[src/rtl/irqagg_pkg.sv]
package irqagg_pkg;
  localparam int unsigned NUM_CORES = 2;
  localparam int unsigned CORE_W    = (NUM_CORES > 1) ? $clog2(NUM_CORES) : 1;

  // byte offsets; the mask banks are indexed by core number
  localparam int unsigned OFF_STATUS   = 'h00;
  localparam int unsigned OFF_IRQMASK  = 'h10;
  localparam int unsigned OFF_MCHKMASK = 'h18;
  localparam int unsigned OFF_HIGHEST  = 'h20;

  typedef enum logic [2:0] {
    RD_NONE,
    RD_STATUS,
    RD_IRQMASK,
    RD_MCHKMASK,
    RD_HIGHEST
  } rdSel_e;

  typedef struct packed {
    logic [NUM_CORES-1:0] wrIrqMask;
    logic [NUM_CORES-1:0] wrMchkMask;
    rdSel_e               rdSel;
    logic [CORE_W-1:0]    rdCore;
  } ctrlStrobes_t;
endpackage

[src/rtl/irqagg_ctrl.sv]
module irqagg_ctrl
  import irqagg_pkg::*;
#(
  parameter int unsigned ADDR_W = 8
) (
  input  logic [ADDR_W-1:0] busAddr,
  input  logic              busWrEn,
  output ctrlStrobes_t      strobes
);
  always_comb begin
    strobes            = '0;
    strobes.rdSel      = RD_NONE;
    if (busAddr == ADDR_W'(OFF_STATUS))  strobes.rdSel = RD_STATUS;
    if (busAddr == ADDR_W'(OFF_HIGHEST)) strobes.rdSel = RD_HIGHEST;
    for (int n = 0; n < int'(NUM_CORES); n++) begin
      if (busAddr == ADDR_W'(OFF_IRQMASK + 4 * n)) begin
        strobes.rdSel        = RD_IRQMASK;
        strobes.rdCore       = CORE_W'(n);
        strobes.wrIrqMask[n] = busWrEn;
      end
      if (busAddr == ADDR_W'(OFF_MCHKMASK + 4 * n)) begin
        strobes.rdSel         = RD_MCHKMASK;
        strobes.rdCore        = CORE_W'(n);
        strobes.wrMchkMask[n] = busWrEn;
      end
    end
  end
endmodule

[src/rtl/irqagg_datapath.sv]
module irqagg_datapath
  import irqagg_pkg::*;
#(
  parameter int unsigned NUM_SRC = 32,
  parameter int unsigned DATA_W  = 32
) (
  input  logic                                clk,
  input  logic                                rstN,
  input  logic [NUM_SRC-1:0]                  irqIn,
  input  logic [DATA_W-1:0]                   busWrData,
  input  ctrlStrobes_t                        strobes,
  output logic [DATA_W-1:0]                   busRdData,
  output logic [NUM_SRC-1:0]                  statusQ,
  output logic [NUM_CORES-1:0][NUM_SRC-1:0]   irqMaskQ,
  output logic [NUM_CORES-1:0][NUM_SRC-1:0]   mchkMaskQ,
  output logic [NUM_CORES-1:0]                coreIrq,
  output logic [NUM_CORES-1:0]                coreMchk
);
  localparam int unsigned IDX_W = (NUM_SRC > 1) ? $clog2(NUM_SRC) : 1;

  logic [NUM_SRC-1:0] syncStage;
  logic [NUM_SRC-1:0] pending0;
  logic [IDX_W-1:0]   topIdx;
  logic               anyPending0;

  always_ff @(posedge clk or negedge rstN) begin
    if (!rstN) begin
      syncStage <= '0;
      statusQ   <= '0;
    end else begin
      syncStage <= irqIn;
      statusQ   <= syncStage;
    end
  end

  for (genvar n = 0; n < int'(NUM_CORES); n++) begin : g_core
    always_ff @(posedge clk or negedge rstN) begin
      if (!rstN) begin
        irqMaskQ[n]  <= '0;
        mchkMaskQ[n] <= '0;
        coreIrq[n]   <= 1'b0;
        coreMchk[n]  <= 1'b0;
      end else begin
        if (strobes.wrIrqMask[n])  irqMaskQ[n]  <= busWrData[NUM_SRC-1:0];
        if (strobes.wrMchkMask[n]) mchkMaskQ[n] <= busWrData[NUM_SRC-1:0];
        coreIrq[n]  <= |(statusQ & irqMaskQ[n]);
        coreMchk[n] <= |(statusQ & mchkMaskQ[n]);
      end
    end
  end

  assign pending0 = statusQ & irqMaskQ[0];

  always_comb begin
    topIdx      = '0;
    anyPending0 = 1'b0;
    for (int i = 0; i < int'(NUM_SRC); i++) begin
      if (pending0[i]) begin
        topIdx      = IDX_W'(i);
        anyPending0 = 1'b1;
      end
    end
  end

  always_comb begin
    busRdData = '0;
    unique case (strobes.rdSel)
      RD_STATUS:   busRdData[NUM_SRC-1:0] = statusQ;
      RD_IRQMASK:  busRdData[NUM_SRC-1:0] = irqMaskQ[strobes.rdCore];
      RD_MCHKMASK: busRdData[NUM_SRC-1:0] = mchkMaskQ[strobes.rdCore];
      RD_HIGHEST: begin
        busRdData[DATA_W-1]  = anyPending0;
        busRdData[IDX_W-1:0] = topIdx;
      end
      default:     busRdData = '0;
    endcase
  end
endmodule

[src/rtl/irqagg_top.sv]
module irqagg_top
  import irqagg_pkg::*;
#(
  parameter int unsigned NUM_SRC = 32,
  parameter int unsigned DATA_W  = 32,
  parameter int unsigned ADDR_W  = 8
) (
  input  logic                 clk,
  input  logic                 rstN,
  input  logic [NUM_SRC-1:0]   irqIn,
  input  logic [ADDR_W-1:0]    busAddr,
  input  logic                 busWrEn,
  input  logic [DATA_W-1:0]    busWrData,
  output logic [DATA_W-1:0]    busRdData,
  output logic [NUM_CORES-1:0] coreIrq,
  output logic [NUM_CORES-1:0] coreMchk
);
  ctrlStrobes_t                       strobes;
  logic [NUM_SRC-1:0]                 statusW;
  logic [NUM_CORES-1:0][NUM_SRC-1:0]  irqMaskW;
  logic [NUM_CORES-1:0][NUM_SRC-1:0]  mchkMaskW;

  irqagg_ctrl #(.ADDR_W(ADDR_W)) u_ctrl (
    .busAddr (busAddr),
    .busWrEn (busWrEn),
    .strobes (strobes)
  );

  irqagg_datapath #(.NUM_SRC(NUM_SRC), .DATA_W(DATA_W)) u_dp (
    .clk       (clk),
    .rstN      (rstN),
    .irqIn     (irqIn),
    .busWrData (busWrData),
    .strobes   (strobes),
    .busRdData (busRdData),
    .statusQ   (statusW),
    .irqMaskQ  (irqMaskW),
    .mchkMaskQ (mchkMaskW),
    .coreIrq   (coreIrq),
    .coreMchk  (coreMchk)
  );
endmodule

[config.mk]
export PLATFORM = sky130hd
export DESIGN_NAME = irqagg_top
export DESIGN_NICKNAME = d
export VERILOG_FILES = /design/src/rtl/irqagg_pkg.sv /design/src/rtl/irqagg_ctrl.sv /design/src/rtl/irqagg_datapath.sv /design/src/rtl/irqagg_top.sv
export SDC_FILE = /design/constraint.sdc
export NUM_CORES = 1
export LEC_CHECK = 0
export ABC_AREA = 0
export BUFFER_PORTS_ARGS = -buffer_cell sky130_fd_sc_hd__buf_2
export CAP_MARGIN = 20
export CORE_ASPECT_RATIO = 0.5
export CORE_UTILIZATION = 58
export DETAILED_ROUTE_END_ITERATION = 16
export PLACE_DENSITY = 0.83
export SYNTH_ARGS = -nofsm -noshare
export SYNTH_HDL_FRONTEND = slang
export SYNTH_HIERARCHICAL = 1
export SYNTH_SLANG_ARGS = --single-unit
[constraint.sdc]
create_clock -name clk -period 3.1 [get_ports clk]
set_input_delay 0.155 -clock clk [delete_from_list [all_inputs] [get_ports clk]]
set_output_delay 0.155 -clock clk [all_outputs]
set_load 0.01 [all_outputs]
==> impl_metrics.tcl <==
set metrics [dict create \
    status "finished, final reports clean" \
    drc 0 \
    antenna_left 0 \
    synth-seq-area-share 0.5618 \
    netlist_area_sq_um 8730 \
    synth_area_leaders "dfrtp_1, mux2_2, mux2i_1" \
    antenna_found_initial 0 \
    setup.worst_path.end_class "primary output" \
    max_slew_margin 0.5566 \
    worst_pin_slew_ns 0.6651 \
    die_area_sq_um 15580 \
    crit_required_ns 2.94 \
    ys_ff_latch 196 \
    setup_viol 0 \
    fmax_mhz 342.2 \
    clock_path_buffers 2 \
    p_sw_mw 1.486 \
    fin_ws_ns 0.1781 \
    synth_flop_cell "dfrtp_1" \
    area_delta_synth_final_pct 22.06 \
    seqPwrFrac 0.518 \
    synth_cell_types 49 \
    postCtsSetupRepairBufs 0 \
    firstDrtPassIters 7 \
    regArea_sq_um 4905 \
    avgSynthCellArea_sq_um 13.31 \
    cp.arrival_ns 2.77 \
    ios 111 \
    clk_pin_slew_worst_paths_ns 0.07 \
    dp_hpwl_um 18160 \
    start_kind "register" \
    grt_usage 0.3542 \
    power.density_nw_per_um2 519.2 \
    multi_input_area_sq_um 3690 \
    yosys.area.top_type "dfrtp_1" \
    tns_ns 0 \
    post-route-period-util 0.9425 \
    overflow 0 \
    fp-row-count 31 \
    cts-htree-levels 4 \
    clock-root-buffer "clkbuf_16" \
    synth_edf_count 0 \
    numPortBuffers 110 \
    die_h_um 88.75 \
    die_w_um 175.5 \
    post-place-ws_ns 0.3771 \
    most-common-layout-cells "dfrtp_1, mux2_2, buf_2, mux2i_1, dlygate4sd3_1" \
    clockPowerShare 0.389 \
    fin_nets 895 \
    power.internal_mw 4.046 \
    cts_tree "done" \
    p_leak_nw 4.859 \
    grt_start_max_net_pins 88 \
    async_flop_share 1.000 \
    wl_per_cell_um 25.57 \
    rsz0062_at_grt "no" \
    drive_above_1_share 0.3661 \
    hold_viol 0 \
    synth_nets 731 \
    final_common_cell "dfrtp_1" \
    vias 6839 \
    first_global_vias 6449 \
    synthCells 656 \
    initial_utilization 0.5986 \
    cts.sinks 196 \
    synth_top_area_frac 0.5618 \
    finalMaxSlewViolations 0 \
    fillers 997 \
    fin_skew_ns 0.009197 \
    gp_routability_congestion 0.9774 \
    finalCriticalPeriod_ns 2.922 \
    yosys_warnings 6 \
    hold_class "primary input to register" \
    grt_first_pass_wirelength_um 39400 \
    via_per_inst 6.633 \
    peakVddDrop_mv 0.4078 \
    timing.hold.ws_ns 0.01152 \
    cts_buffers 17 \
    clkLatencyLatePin_ns 0.43 \
    cp_max_fo 6 \
    p_comb_frac 0.093 \
    cap_violations 0 \
    first_iter_violations 924 \
    n_antenna_cell 0 \
    swShare 0.2686 \
    drt_wl_total_um 26360 \
    critPathKind "register to primary output" \
    coreArea_sq_um 14580 \
    finalPower_mw 5.532 \
]
[area by class of cell]
| class | count | area share |
|---|---|---|
| Clock buffer | 18 | 0.04122 |
| Tap cell | 198 | 0.02325 |
| Sequential cell | 196 | 0.4603 |
| Clock inverter | 14 | 0.01256 |
| Inverter | 2 | 0.0007046 |
| Multi-Input combinational cell | 424 | 0.3463 |
| Timing Repair Buffer | 179 | 0.1157 |
[synthesized netlist by cell type (2+ instances only)]
cell type,number
a22oi_1,43
mux2_2,132
nand2_1,43
buf_1,16
a22o_1,9
a22oi_2,5
mux2i_1,60
and3_1,2
a21oi_1,13
o221ai_1,26
and4b_1,3
clkbuf_1,16
a222oi_1,3
or4_1,3
o21ai_0,4
nor2_1,10
a32o_1,5
nand3_1,9
a21boi_0,2
a32oi_1,2
buf_2,2
dfrtp_1,196
a221oi_1,7
nand3_2,2
inv_1,2
a31oi_1,3
and2_1,2
nor3_1,2
o22ai_1,5
nand4_1,8
or3_1,3
[power by group through the flow]
stage / Sequential (mW) / Combinational [mW] / Clock (mW)
global placement: 2.90 / 0.443 / 0
global route: 2.88 / 0.556 / 2.28
detailed placement: 2.90 / 0.450 / 0
floorplan: 2.84 / 0.226 / 0
finish: 2.87 / 0.513 / 2.15
CTS: 2.86 / 0.503 / 2.18
[stage by stage]
step	cells	util	instance area, sq um
final	1031	0.7306	10660
after detailed placement	947	0.6556	9562
after global placement	947	0.6556	9562
after floorplan	656	-	8730
after CTS	1031	0.7306	10660
after global routing	1031	0.7306	10660
[metal layers]
layer  track usage  vias up  wire (um)
met5             0        -          0
met4       0.08063        0        354
met3        0.1108       44       3559
met2        0.4982      460      11050
met1        0.5348     3475      11400
li1              -     2860          -
[state kept, by name (all words and copies together) (netlist names)]
| signal | cells |
|---|---|
| u_dp/irqMaskQ | 64 |
| u_dp/mchkMaskQ | 64 |
| u_dp/statusQ | 32 |
| u_dp/syncStage | 32 |
| u_dp/coreIrq | 2 |
| u_dp/coreMchk | 2 |
[critical path, stage by stage (launching register included)]
cell,delay (ns)
dfrtp_1,0.51
a22oi_2,0.27
nand3_1,0.20
or3_1,0.40
or4b_4,0.55
a31oi_1,0.18
o21ai_1,0.08
buf_2,0.15
[cells by family (layout without fill, tap and decap cells)]
family,after synthesis,after routing,share of synthesized area
buffers and inverters,36,213,0.01577
muxes,192,192,0.2391
AOI/OAI and AO/OA,135,135,0.1233
DFF,196,196,0.5618
and+or+nand+nor,97,97,0.06006
[final timing paths]
check                                                  start                        endpoint  slack (ns)  cells after the start
min in group asynchronous                               rstN  u_dp/mchkMaskQ[23]$_DFFE_PN0P_        0.28                      2
worst max-delay path              u_dp/statusQ[21]$_DFF_PN0_                   busRdData[31]        0.18                      7
worst min-delay path                           busWrData[21]   u_dp/irqMaskQ[53]$_DFFE_PN0P_        0.01                      2
max in group asynchronous                               rstN   u_dp/irqMaskQ[29]$_DFFE_PN0P_        1.88                      3
worst max register to register    u_dp/statusQ[21]$_DFF_PN0_       u_dp/coreIrq[0]$_DFF_PN0_        1.05                      4
worst min register to register  u_dp/syncStage[16]$_DFF_PN0_      u_dp/statusQ[16]$_DFF_PN0_        0.35                      0
[what timing repair did]
action,4_1_cts,5_1_grt
hold endpoints to repair,162,0
hold buffers,52,0
gates resized for setup,0,0
(Power assumes the default switching activity.)
